### src/rtl/rsu_pkg.sv
package rsu_pkg;

    typedef enum logic [1:0] {
        TGT_T  = 2'd0,
        TGT_D  = 2'd1,
        TGT_A  = 2'd2,
        TGT_AD = 2'd3
    } shift_tgt_e;

    typedef enum logic [1:0] {
        KIND_ARITH = 2'd0,
        KIND_ROT   = 2'd1,
        KIND_ZERO  = 2'd2,
        KIND_LINK  = 2'd3
    } shift_kind_e;

endpackage

### src/rtl/rsu_step.sv
// One bit position of shifting on a W-bit operand, purely combinational.
module rsu_step
    import rsu_pkg::*;
#(
    parameter int W = 16
) (
    input  logic [W-1:0] op,
    input  shift_kind_e  kind,
    input  logic         right,
    input  logic         link,
    output logic [W-1:0] res,
    output logic         out_bit
);
    logic fill;

    always_comb begin
        fill = 1'b0;
        if (right) begin
            out_bit = op[0];
            case (kind)
                KIND_ARITH: fill = op[W-1];
                KIND_ROT:   fill = op[0];
                KIND_ZERO:  fill = 1'b0;
                KIND_LINK:  fill = link;
                default:    fill = 1'b0;
            endcase
            res = {fill, op[W-1:1]};
        end else begin
            out_bit = op[W-1];
            case (kind)
                KIND_ARITH: fill = 1'b0;
                KIND_ROT:   fill = op[W-1];
                KIND_ZERO:  fill = 1'b0;
                KIND_LINK:  fill = link;
                default:    fill = 1'b0;
            endcase
            res = {op[W-2:0], fill};
        end
    end
endmodule

### src/rtl/rsu_seq.sv
// Position counter: accepts a start, limits the count, pulses done.
module rsu_seq #(
    parameter int MAX_SHIFT = 32,
    parameter int CNT_W     = 6
) (
    input  logic             clk,
    input  logic             rst_n,
    input  logic             start,
    input  logic [CNT_W-1:0] count,
    output logic             load,
    output logic             busy,
    output logic             done
);
    localparam logic [CNT_W-1:0] MAX_C = CNT_W'(MAX_SHIFT);

    typedef struct packed {
        logic             busy;
        logic             done;
        logic [CNT_W-1:0] rem;
    } seq_t;

    seq_t s_d, s_q;
    logic [CNT_W-1:0] cnt_lim;

    assign cnt_lim = (count > MAX_C) ? MAX_C : count;
    assign load    = start && !s_q.busy;

    always_comb begin
        s_d      = s_q;
        s_d.done = 1'b0;
        if (s_q.busy) begin
            s_d.rem = s_q.rem - 1'b1;
            if (s_q.rem == CNT_W'(1)) begin
                s_d.busy = 1'b0;
                s_d.done = 1'b1;
            end
        end else if (load) begin
            if (cnt_lim == '0) begin
                s_d.done = 1'b1;
            end else begin
                s_d.busy = 1'b1;
                s_d.rem  = cnt_lim;
            end
        end
    end

    always_ff @(posedge clk or negedge rst_n) begin
        if (!rst_n) s_q <= '0;
        else        s_q <= s_d;
    end

    assign busy = s_q.busy;
    assign done = s_q.done;
endmodule

### src/rtl/regshift_unit.sv
module regshift_unit
    import rsu_pkg::*;
#(
    parameter int WORD_W    = 16,
    parameter int MAX_SHIFT = 2 * WORD_W,
    parameter int CNT_W     = $clog2(MAX_SHIFT + 1)
) (
    input  logic              clk,
    input  logic              rst_n,
    input  logic              start,
    input  logic [1:0]        tgt_sel,
    input  logic [1:0]        kind_sel,
    input  logic              dir_right,
    input  logic [CNT_W-1:0]  count,
    input  logic [WORD_W-1:0] t_in,
    input  logic [WORD_W-1:0] d_in,
    input  logic [WORD_W-1:0] a_in,
    input  logic              link_in,
    output logic [WORD_W-1:0] t_out,
    output logic [WORD_W-1:0] d_out,
    output logic [WORD_W-1:0] a_out,
    output logic              link_out,
    output logic              done
);
    localparam int PAIR_W = 2 * WORD_W;

    typedef struct packed {
        shift_tgt_e        tgt;
        shift_kind_e       kind;
        logic              right;
        logic [WORD_W-1:0] t;
        logic [WORD_W-1:0] d;
        logic [WORD_W-1:0] a;
        logic              link;
    } dp_t;

    dp_t st_d, st_q;
    logic seq_load, seq_busy;

    logic [WORD_W-1:0] w_op, w_res;
    logic [PAIR_W-1:0] p_res;
    logic              w_out, p_out;

    rsu_seq #(.MAX_SHIFT(MAX_SHIFT), .CNT_W(CNT_W)) u_seq (
        .clk   (clk),
        .rst_n (rst_n),
        .start (start),
        .count (count),
        .load  (seq_load),
        .busy  (seq_busy),
        .done  (done)
    );

    always_comb begin
        case (st_q.tgt)
            TGT_T:   w_op = st_q.t;
            TGT_D:   w_op = st_q.d;
            default: w_op = st_q.a;
        endcase
    end

    rsu_step #(.W(WORD_W)) u_word (
        .op(w_op), .kind(st_q.kind), .right(st_q.right), .link(st_q.link),
        .res(w_res), .out_bit(w_out)
    );

    rsu_step #(.W(PAIR_W)) u_pair (
        .op({st_q.a, st_q.d}), .kind(st_q.kind), .right(st_q.right), .link(st_q.link),
        .res(p_res), .out_bit(p_out)
    );

    always_comb begin
        st_d = st_q;
        if (seq_load) begin
            st_d.tgt   = shift_tgt_e'(tgt_sel);
            st_d.kind  = shift_kind_e'(kind_sel);
            st_d.right = dir_right;
            st_d.t     = t_in;
            st_d.d     = d_in;
            st_d.a     = a_in;
            st_d.link  = link_in;
        end else if (seq_busy) begin
            case (st_q.tgt)
                TGT_T: begin
                    st_d.t    = w_res;
                    st_d.link = w_out;
                end
                TGT_D: begin
                    st_d.d    = w_res;
                    st_d.link = w_out;
                end
                TGT_A: begin
                    st_d.a    = w_res;
                    st_d.link = w_out;
                end
                default: begin
                    st_d.a    = p_res[PAIR_W-1:WORD_W];
                    st_d.d    = p_res[WORD_W-1:0];
                    st_d.link = p_out;
                end
            endcase
        end
    end

    always_ff @(posedge clk or negedge rst_n) begin
        if (!rst_n) st_q <= '0;
        else        st_q <= st_d;
    end

    assign t_out    = st_q.t;
    assign d_out    = st_q.d;
    assign a_out    = st_q.a;
    assign link_out = st_q.link;
endmodule

### config.mk
export PLATFORM = sky130hd
export DESIGN_NAME = regshift_unit
export DESIGN_NICKNAME = d
export VERILOG_FILES = /design/src/rtl/rsu_pkg.sv /design/src/rtl/rsu_step.sv /design/src/rtl/rsu_seq.sv /design/src/rtl/regshift_unit.sv
export SDC_FILE = /design/constraint.sdc
export NUM_CORES = 1
export LEC_CHECK = 0
export CAP_MARGIN = 20
export CORE_UTILIZATION = 50
export CTS_BUF_LIST = sky130_fd_sc_hd__clkbuf_2
export CTS_CLUSTER_SIZE = 12
export DETAILED_ROUTE_END_ITERATION = 8
export DONT_BUFFER_PORTS = 1
export SLEW_MARGIN = 40
export SYNTH_ARGS = -nofsm -noshare
export SYNTH_HDL_FRONTEND = slang
export SYNTH_SLANG_ARGS = --single-unit
### constraint.sdc
create_clock -name clk -period 4 [get_ports clk]
set_clock_uncertainty 0.2 [all_clocks]
set_input_delay 0.2 -clock clk [delete_from_list [all_inputs] [get_ports clk]]
set_output_delay 0.2 -clock clk [all_outputs]
set_load 0.02 [all_outputs]
==> impl_metrics.tcl, run 1 <==
set metrics [dict create \
    maxSlewViolCount 0 \
    via_per_inst 6.10 \
    wire_per_inst_um 20.4 \
    rr_startpoint "u_seq.busy$_DFF_PN0_" \
    maxSlewHeadroom 0.475 \
    leakagePower_nw 1.90 \
    maxCapViolations 0 \
    clock-sinks 62 \
    finalNetCount 530 \
    final_cell_mix "dlygate4sd3_1, dfrtp_1, o21ai_0" \
    clockRootBuffer "clkbuf_2" \
    yosysTopAreaCellShare 0.375 \
    endpoint_kind "flop" \
    insertion_delay_ps 530 \
    diodes 0 \
    async_reset_ff_frac 1.00 \
    num_rows 32 \
    cts_buffers 9 \
    cp_data_required_time_ps 4220 \
    synth_largest_area_cell "dfrtp_1" \
    finalSetupViolCount 0 \
    synth_edf_count 0 \
    place_congestion 0.833 \
    syn_to_final_growth_pct 16.0 \
    final_common_cell "dlygate4sd3_1" \
    syn_area_um2 4140 \
    holdWs_ps -17.4 \
    drc 0 \
    ctsLongestPathBuffers 2 \
    nFillCells 705 \
    rr_worst_depth 6 \
    ir_drop_mv 0.376 \
    yosysWarnings 0 \
    start_kind "flop" \
    min_period_ps 3440 \
    chipWidth_um 93.0 \
    cpMaxStageDelayCell "dfrtp_1" \
    track_usage 0.279 \
    path_clk_slew_ps 200 \
    avgSynthCellArea_um2 9.35 \
    grt-ovfl-total 0 \
    antenna_found_initial 0 \
    path_class "flop to flop" \
    violations "negative hold slack" \
    max_clock_freq_ghz 0.290 \
    outcome "complete, but fails checks" \
    synth_cell_types 50 \
    cts_tree "yes" \
    die_area_um2 8650 \
    coreArea_um2 7850 \
    tns_ps 0 \
    io_buffers 0 \
    crit_top_cell "dlygate4sd3_1" \
    pwr_density_cell_nw_per_um2 875 \
    synth_ff_type "dfrtp_1" \
    fin_crit_sh 0.861 \
    synthCells 443 \
    worstPathCellList "nand2b_1 -> nor2_1 -> a22oi_1 -> dlygate4sd3_1 -> nand2_1 -> dlygate4sd3_1" \
    grt_pass1_vias 3426 \
    yosys_register_bits 62 \
    fp.dieH_um 93.0 \
    pin_count 113 \
    drive_above_1_share 0.0830 \
    worst_pin_slew_ps 787 \
    initial_core_util 0.528 \
    finalHoldViolCount 6 \
    ys_top_cells_by_area "dfrtp_1, buf_4, mux2i_1" \
    critPathMaxFanout 21 \
    rrSetupSlack_ps 560 \
    htreeDepth 3 \
    dpl.hpwl_um 7630 \
    synth.net_count 508 \
    wl_um 11700 \
    grt_max_degree 63 \
    grt_pass1_wl_um 18600 \
    r2r_end "u_seq.s_q[4]$_DFFE_PN0P_" \
    yosysSeqAreaShare 0.375 \
    slowest_delay_ps 780 \
    rsz0062_at_grt "false" \
    hold_path_class "primary input to async pin" \
    cp.arrival_ps 3670 \
    drt_iter0_drc 202 \
    route.antenna.remaining_nets 0 \
    vias 3491 \
    first_pass_iters 5 \
]
## cells in the mapped netlist, types with 3 or more instances
cell       n
buf_4     50
o32a_1    10
o21ai_0   50
a221o_1    3
a221oi_1   4
nor2b_1   11
a21oi_1   23
o22ai_1   17
a211oi_1  12
dfrtp_1   62
and2b_1    3
inv_1      9
a22oi_1   29
o22a_1     3
or3_1      3
nand2_1   23
nor2_1    23
clkbuf_8   4
buf_2     11
mux2_2     5
mux2i_1   37
clkbuf_1  14
## timing repair
action,in CTS,in global routing
setup endpoints to repair,0,0
hold endpoints to repair,124,0
hold buffers,88,0
buffers inserted,0,0
gates resized for setup,0,0
## flip-flops by register name (all words and copies together) (netlist names)
| register | count |
|---|---|
| u_seq.busy | 1 |
| u_seq.done | 1 |
| u_seq.s_q | 6 |
| st_q | 5 |
| t_out | 16 |
| link_out | 1 |
| a_out | 16 |
| d_out | 16 |
## stage by stage
step                      utilization  area (um2)  setup WS, ps  power (mW)  instances
after floorplan                     -        4140          2160        3.35        443
after global placement          0.478        3750          1300        3.45        468
after detailed placement        0.479        3760          1310        3.47        468
after CTS                       0.612        4800           565        4.18        572
after global routing            0.612        4800           303        4.52        572
final                           0.612        4800           556        4.20        572
## per-layer routing
metal | track usage | share of wire
met1 | 0.372 | 0.45
met2 | 0.452 | 0.47
met3 | 0.0634 | 0.063
met4 | 0.0833 | 0.013
met5 | 0 | 0
## worst max path at each step
stage / startpoint / to / slack, ps / cells past startpoint
final: u_seq.busy$_DFF_PN0_ / u_seq.s_q[4]$_DFFE_PN0P_ / 560 / 6
after global routing: u_seq.busy$_DFF_PN0_ / u_seq.s_q[4]$_DFFE_PN0P_ / 300 / 6
after CTS: u_seq.busy$_DFF_PN0_ / u_seq.s_q[4]$_DFFE_PN0P_ / 560 / 6
after detailed placement: st_q[53]$_DFFE_PN0P_ / d_out[15]$_DFFE_PN0P_ / 1310 / 4
after global placement: st_q[53]$_DFFE_PN0P_ / d_out[15]$_DFFE_PN0P_ / 1300 / 4
after floorplan: st_q[52]$_DFFE_PN0P_ / t_out[2]$_DFFE_PN0P_ / 2160 / 5
## cell type report
| type | count | area [um2] | share of cell area |
|---|---|---|---|
| well taps | 102 | 128 | 0.0266 |
| clock inverters | 7 | 97.6 | 0.0203 |
| multi-input cells | 291 | 2020 | 0.420 |
| clock buffers | 9 | 45.0 | 0.00938 |
| repair buffers | 92 | 928 | 0.193 |
| flip-flops and latches | 62 | 1550 | 0.324 |
| inverters | 9 | 33.8 | 0.00703 |
## worst max-delay path: cells and delay by family, from the launching register on
kind | cells | cell delay, ps
flops | 1 | 780
simple gates | 3 | 1020
compound gates | 1 | 210
buf+inv | 2 | 1140
## where the power goes
part | switching, mW | internal (mW) | leakage (nW) | total (mW)
Clock | 0.264 | 0.208 | 0.0785 | 0.473
Combinational | 1.02 | 1.01 | 1.08 | 2.03
Sequential | 0.789 | 0.915 | 0.735 | 1.70
## cells by family after synthesis
group,Yosys count,synth area share
adder cells (fa/ha/maj),2,0.00604
XOR/XNOR,1,0.00212
multiplexers,46,0.121
AO/OA/AOI/OAI,166,0.264
buffers and inverters,90,0.142
flip-flops,62,0.375
AND/OR/NAND/NOR,76,0.0901
No activity file was read; power rests on OpenSTA's default activity.
==> run 2, diff against run 1 <==
--- a/config.mk
+++ b/config.mk
@@ -11,7 +11,9 @@
 export CTS_CLUSTER_SIZE = 12
 export DETAILED_ROUTE_END_ITERATION = 8
 export DONT_BUFFER_PORTS = 1
+export SETUP_SLACK_MARGIN = 0.4
 export SLEW_MARGIN = 40
 export SYNTH_ARGS = -nofsm -noshare
 export SYNTH_HDL_FRONTEND = slang
+export SYNTH_HIERARCHICAL = 1
 export SYNTH_SLANG_ARGS = --single-unit
==> run 2 against run 1 <==
The flow now finishes without violations; sequential power is 9% higher; sequential cell count unchanged; area after synthesis increased by 14%; non-clock buffer count fell by 13; die area is 14% higher; register-to-register slack better by 460 ps; sequential share of layout area is 1.8 points lower; fmax rose by 16%; via count down 1.6%; first-iteration DRC count shrank 34%; largest power group unchanged.
==> impl_metrics.tcl, run 2 <==
set metrics [dict create \
    cp_data_required_time_ps 4150 \
    swShare 0.487 \
    diodes 0 \
    pwr_density_cell_nw_per_um2 942 \
    p_sw_mw 2.34 \
    yosysTopAreaCellShare 0.329 \
    grt_pass1_wl_um 19300 \
    tns_ps 0 \
    synth.most_common_cell "mux2i_1" \
    chipWidth_um 99.1 \
    crit_path_start "u_seq/busy$_DFF_PN0_" \
    r2r_end "a_out[5]$_DFFE_PN0P_" \
    clock-sinks 62 \
    final_common_cell "dlygate4sd3_1" \
    hold_path_class "primary input to flop" \
    crit_end "a_out[5]$_DFFE_PN0P_" \
    finalHoldViolCount 0 \
    via_per_inst 5.87 \
    p_comb_frac 0.547 \
    cts_tree "yes" \
    yosys_register_bits 62 \
    grt_max_degree 45 \
    fin_crit_sh 0.745 \
    fin_ws_ps 1020 \
    synth.net_count 524 \
    critPathMaxFanout 34 \
    rr_startpoint "u_seq/busy$_DFF_PN0_" \
    grt-busiest-layer "met2" \
    synthMuxAreaShare 0.297 \
    async_reset_ff_frac 1.00 \
    io_buffers 0 \
    insertion_delay_ps 500 \
    met2_usage 0.433 \
    ys_top_cells_by_area "dfrtp_1, mux2i_1, mux2_4" \
    antenna_found_initial 0 \
    avgSynthCellArea_um2 10.3 \
    die_area_um2 9820 \
    coreArea_um2 9200 \
    synth_top_family_by_area "multiplexers" \
    maxSlewViolCount 0 \
    wire_per_inst_um 20.7 \
    dpl.hpwl_um 7940 \
    outcome "complete, no violations" \
    rrSetupSlack_ps 1020 \
    synth_compound_area_frac 0.149 \
    synthCells 459 \
    cp.arrival_ps 3130 \
    clockRootBuffer "clkbuf_2" \
    yosysSeqAreaShare 0.329 \
    ctsLongestPathBuffers 2 \
    track_usage 0.254 \
    synthAdderAreaFrac 0.00531 \
    fp.dieH_um 99.1 \
    vias 3436 \
    route.antenna.remaining_nets 0 \
    use_met1 0.325 \
    grt-ovfl-total 0 \
    wl_um 12100 \
    synth_ff_type "dfrtp_1" \
    ir_drop_mv 0.492 \
    drive_above_1_share 0.186 \
    yosysWarnings 6 \
    synth-xor-area-share 0.00557 \
    synth_largest_area_cell "dfrtp_1" \
    syn_to_final_growth_pct 8.10 \
    endpoint_kind "flop" \
    power_frac_seq 0.387 \
    synth_simple_gate_area_frac 0.0690 \
    grt_pass1_vias 3534 \
    drt_iter0_drc 133 \
    p_int_mw 2.46 \
    cts_buffers 9 \
    placed_cell_area_um2 4280 \
    maxSlewHeadroom 0.523 \
    worst_pin_slew_ps 715 \
    leakagePower_nw 2.27 \
    maxCapViolations 0 \
    synth_edf_count 0 \
    synth_cell_types 51 \
    drc 0 \
    stdcell_area_um2 5090 \
    ctsResizeCount 0 \
    path_class "flop to flop" \
    rr_worst_depth 6 \
    rsz0062_at_grt "false" \
    finalNetCount 534 \
    syn_area_um2 4710 \
    final_cell_mix "dlygate4sd3_1, mux2i_1, dfrtp_1" \
    synth_commonest_cells "mux2i_1, dfrtp_1, buf_4, nand2_1, mux2_4" \
    pin_count 113 \
    num_rows 35 \
    htreeDepth 3 \
    start_kind "flop" \
    grt.met3_usage 0.0534 \
    place_congestion 0.837 \
    finalSetupViolCount 0 \
    max_clock_freq_ghz 0.336 \
    path_clk_slew_ps 170 \
    first_pass_iters 4 \
    min_period_ps 2980 \
    initial_core_util 0.513 \
    pwr-share-clk 0.066 \
    dp_slack_ps 1090 \
]
==> run 2: cell count changes in the layout (fill, tap and decap cells not counted), sizes merged, moves of 5 or more <==
cell         previous run  this run
a211oi                 13         2
mux2                    7        52
nor2b                  11         1
nand2                  23        41
o22ai                  17        33
o21ai                  52        35
nand2b                  2         7
dlygate4sd3            87        69
o32a                   10         0
buf                     5        10
nor2                   23         4
mux2i                  37        68
a21oi                  23        33
a22oi                  29         0
==> run 2: power groups by stage <==
stage,sequential (mW),combinational (mW),clock (mW)
finish,1.86,2.62,0.318
global route,1.93,2.87,0.353
CTS,1.86,2.62,0.328
detailed placement,1.87,2.50,0
global placement,1.86,2.48,0
floorplan,1.23,3.06,0
==> run 2: logic make-up (layout without fill, tap and decap cells) <==
logic type               Yosys count  in the layout
XOR/XNOR                           3              3
flip-flops                        62             62
AO/OA/AOI/OAI                    117            117
multiplexers                     120            120
buffers and inverters             89            104
AND/OR/NAND/NOR                   66             66
adder cells (fa/ha/maj)            2              2
==> run 2: critical path: stages (launching register included) <==
cell,delay [ps]
dfrtp_1,740
nand2b_1,250
inv_1,80
buf_4,220
inv_2,480
and2_1,690
a21oi_1,150
==> run 2: stage by stage <==
stage,total power [mW],utilization,instances,hold WS (ps)
CTS,4.81,0.554,585,25.5
global route,5.15,0.554,585,41.0
global placement,4.34,0.465,498,-293
finish,4.80,0.554,585,67.6
floorplan,4.29,-,459,-296
detailed placement,4.37,0.465,498,-294
==> run 2: layout make-up <==
| cell class | instances | area, um2 |
|---|---|---|
| Clock buffer | 13 | 65.1 |
| Clock inverter | 3 | 11.3 |
| Fill cell | 848 | 4100 |
| Inverter | 9 | 33.8 |
| Multi-Input combinational cell | 308 | 2490 |
| Sequential cell | 62 | 1560 |
| Tap cell | 111 | 139 |
| Timing Repair Buffer | 79 | 798 |
==> run 2: how the worst min path moves through the flow <==
stage / startpoint / end / depth (start not counted) / slack [ps]
2_1_floorplan: rst_n / a_out[0]$_DFFE_PN0P_ / 0 / -300
3_3_place_gp: rst_n / t_out[11]$_DFFE_PN0P_ / 0 / -290
3_5_place_dp: rst_n / t_out[11]$_DFFE_PN0P_ / 0 / -290
4_1_cts: count[4] / u_seq/s_q[1]$_DFFE_PN0P_ / 3 / 30
5_1_grt: count[4] / u_seq/s_q[1]$_DFFE_PN0P_ / 3 / 40
6_report: count[4] / u_seq/s_q[1]$_DFFE_PN0P_ / 3 / 70
==> run 2: routing by layer <==
layer  routed length (um)  up-vias
met2                 5990       83
met5                    0        -
li1                     -     1639
met3                  548       10
met4                  124        0
met1                 5420     1704
==> run 2: repair_timing <==
item | CTS | global route
hold endpoints to repair | 124 | 0
hold buffers | 71 | 0
setup buffers | 0 | 0
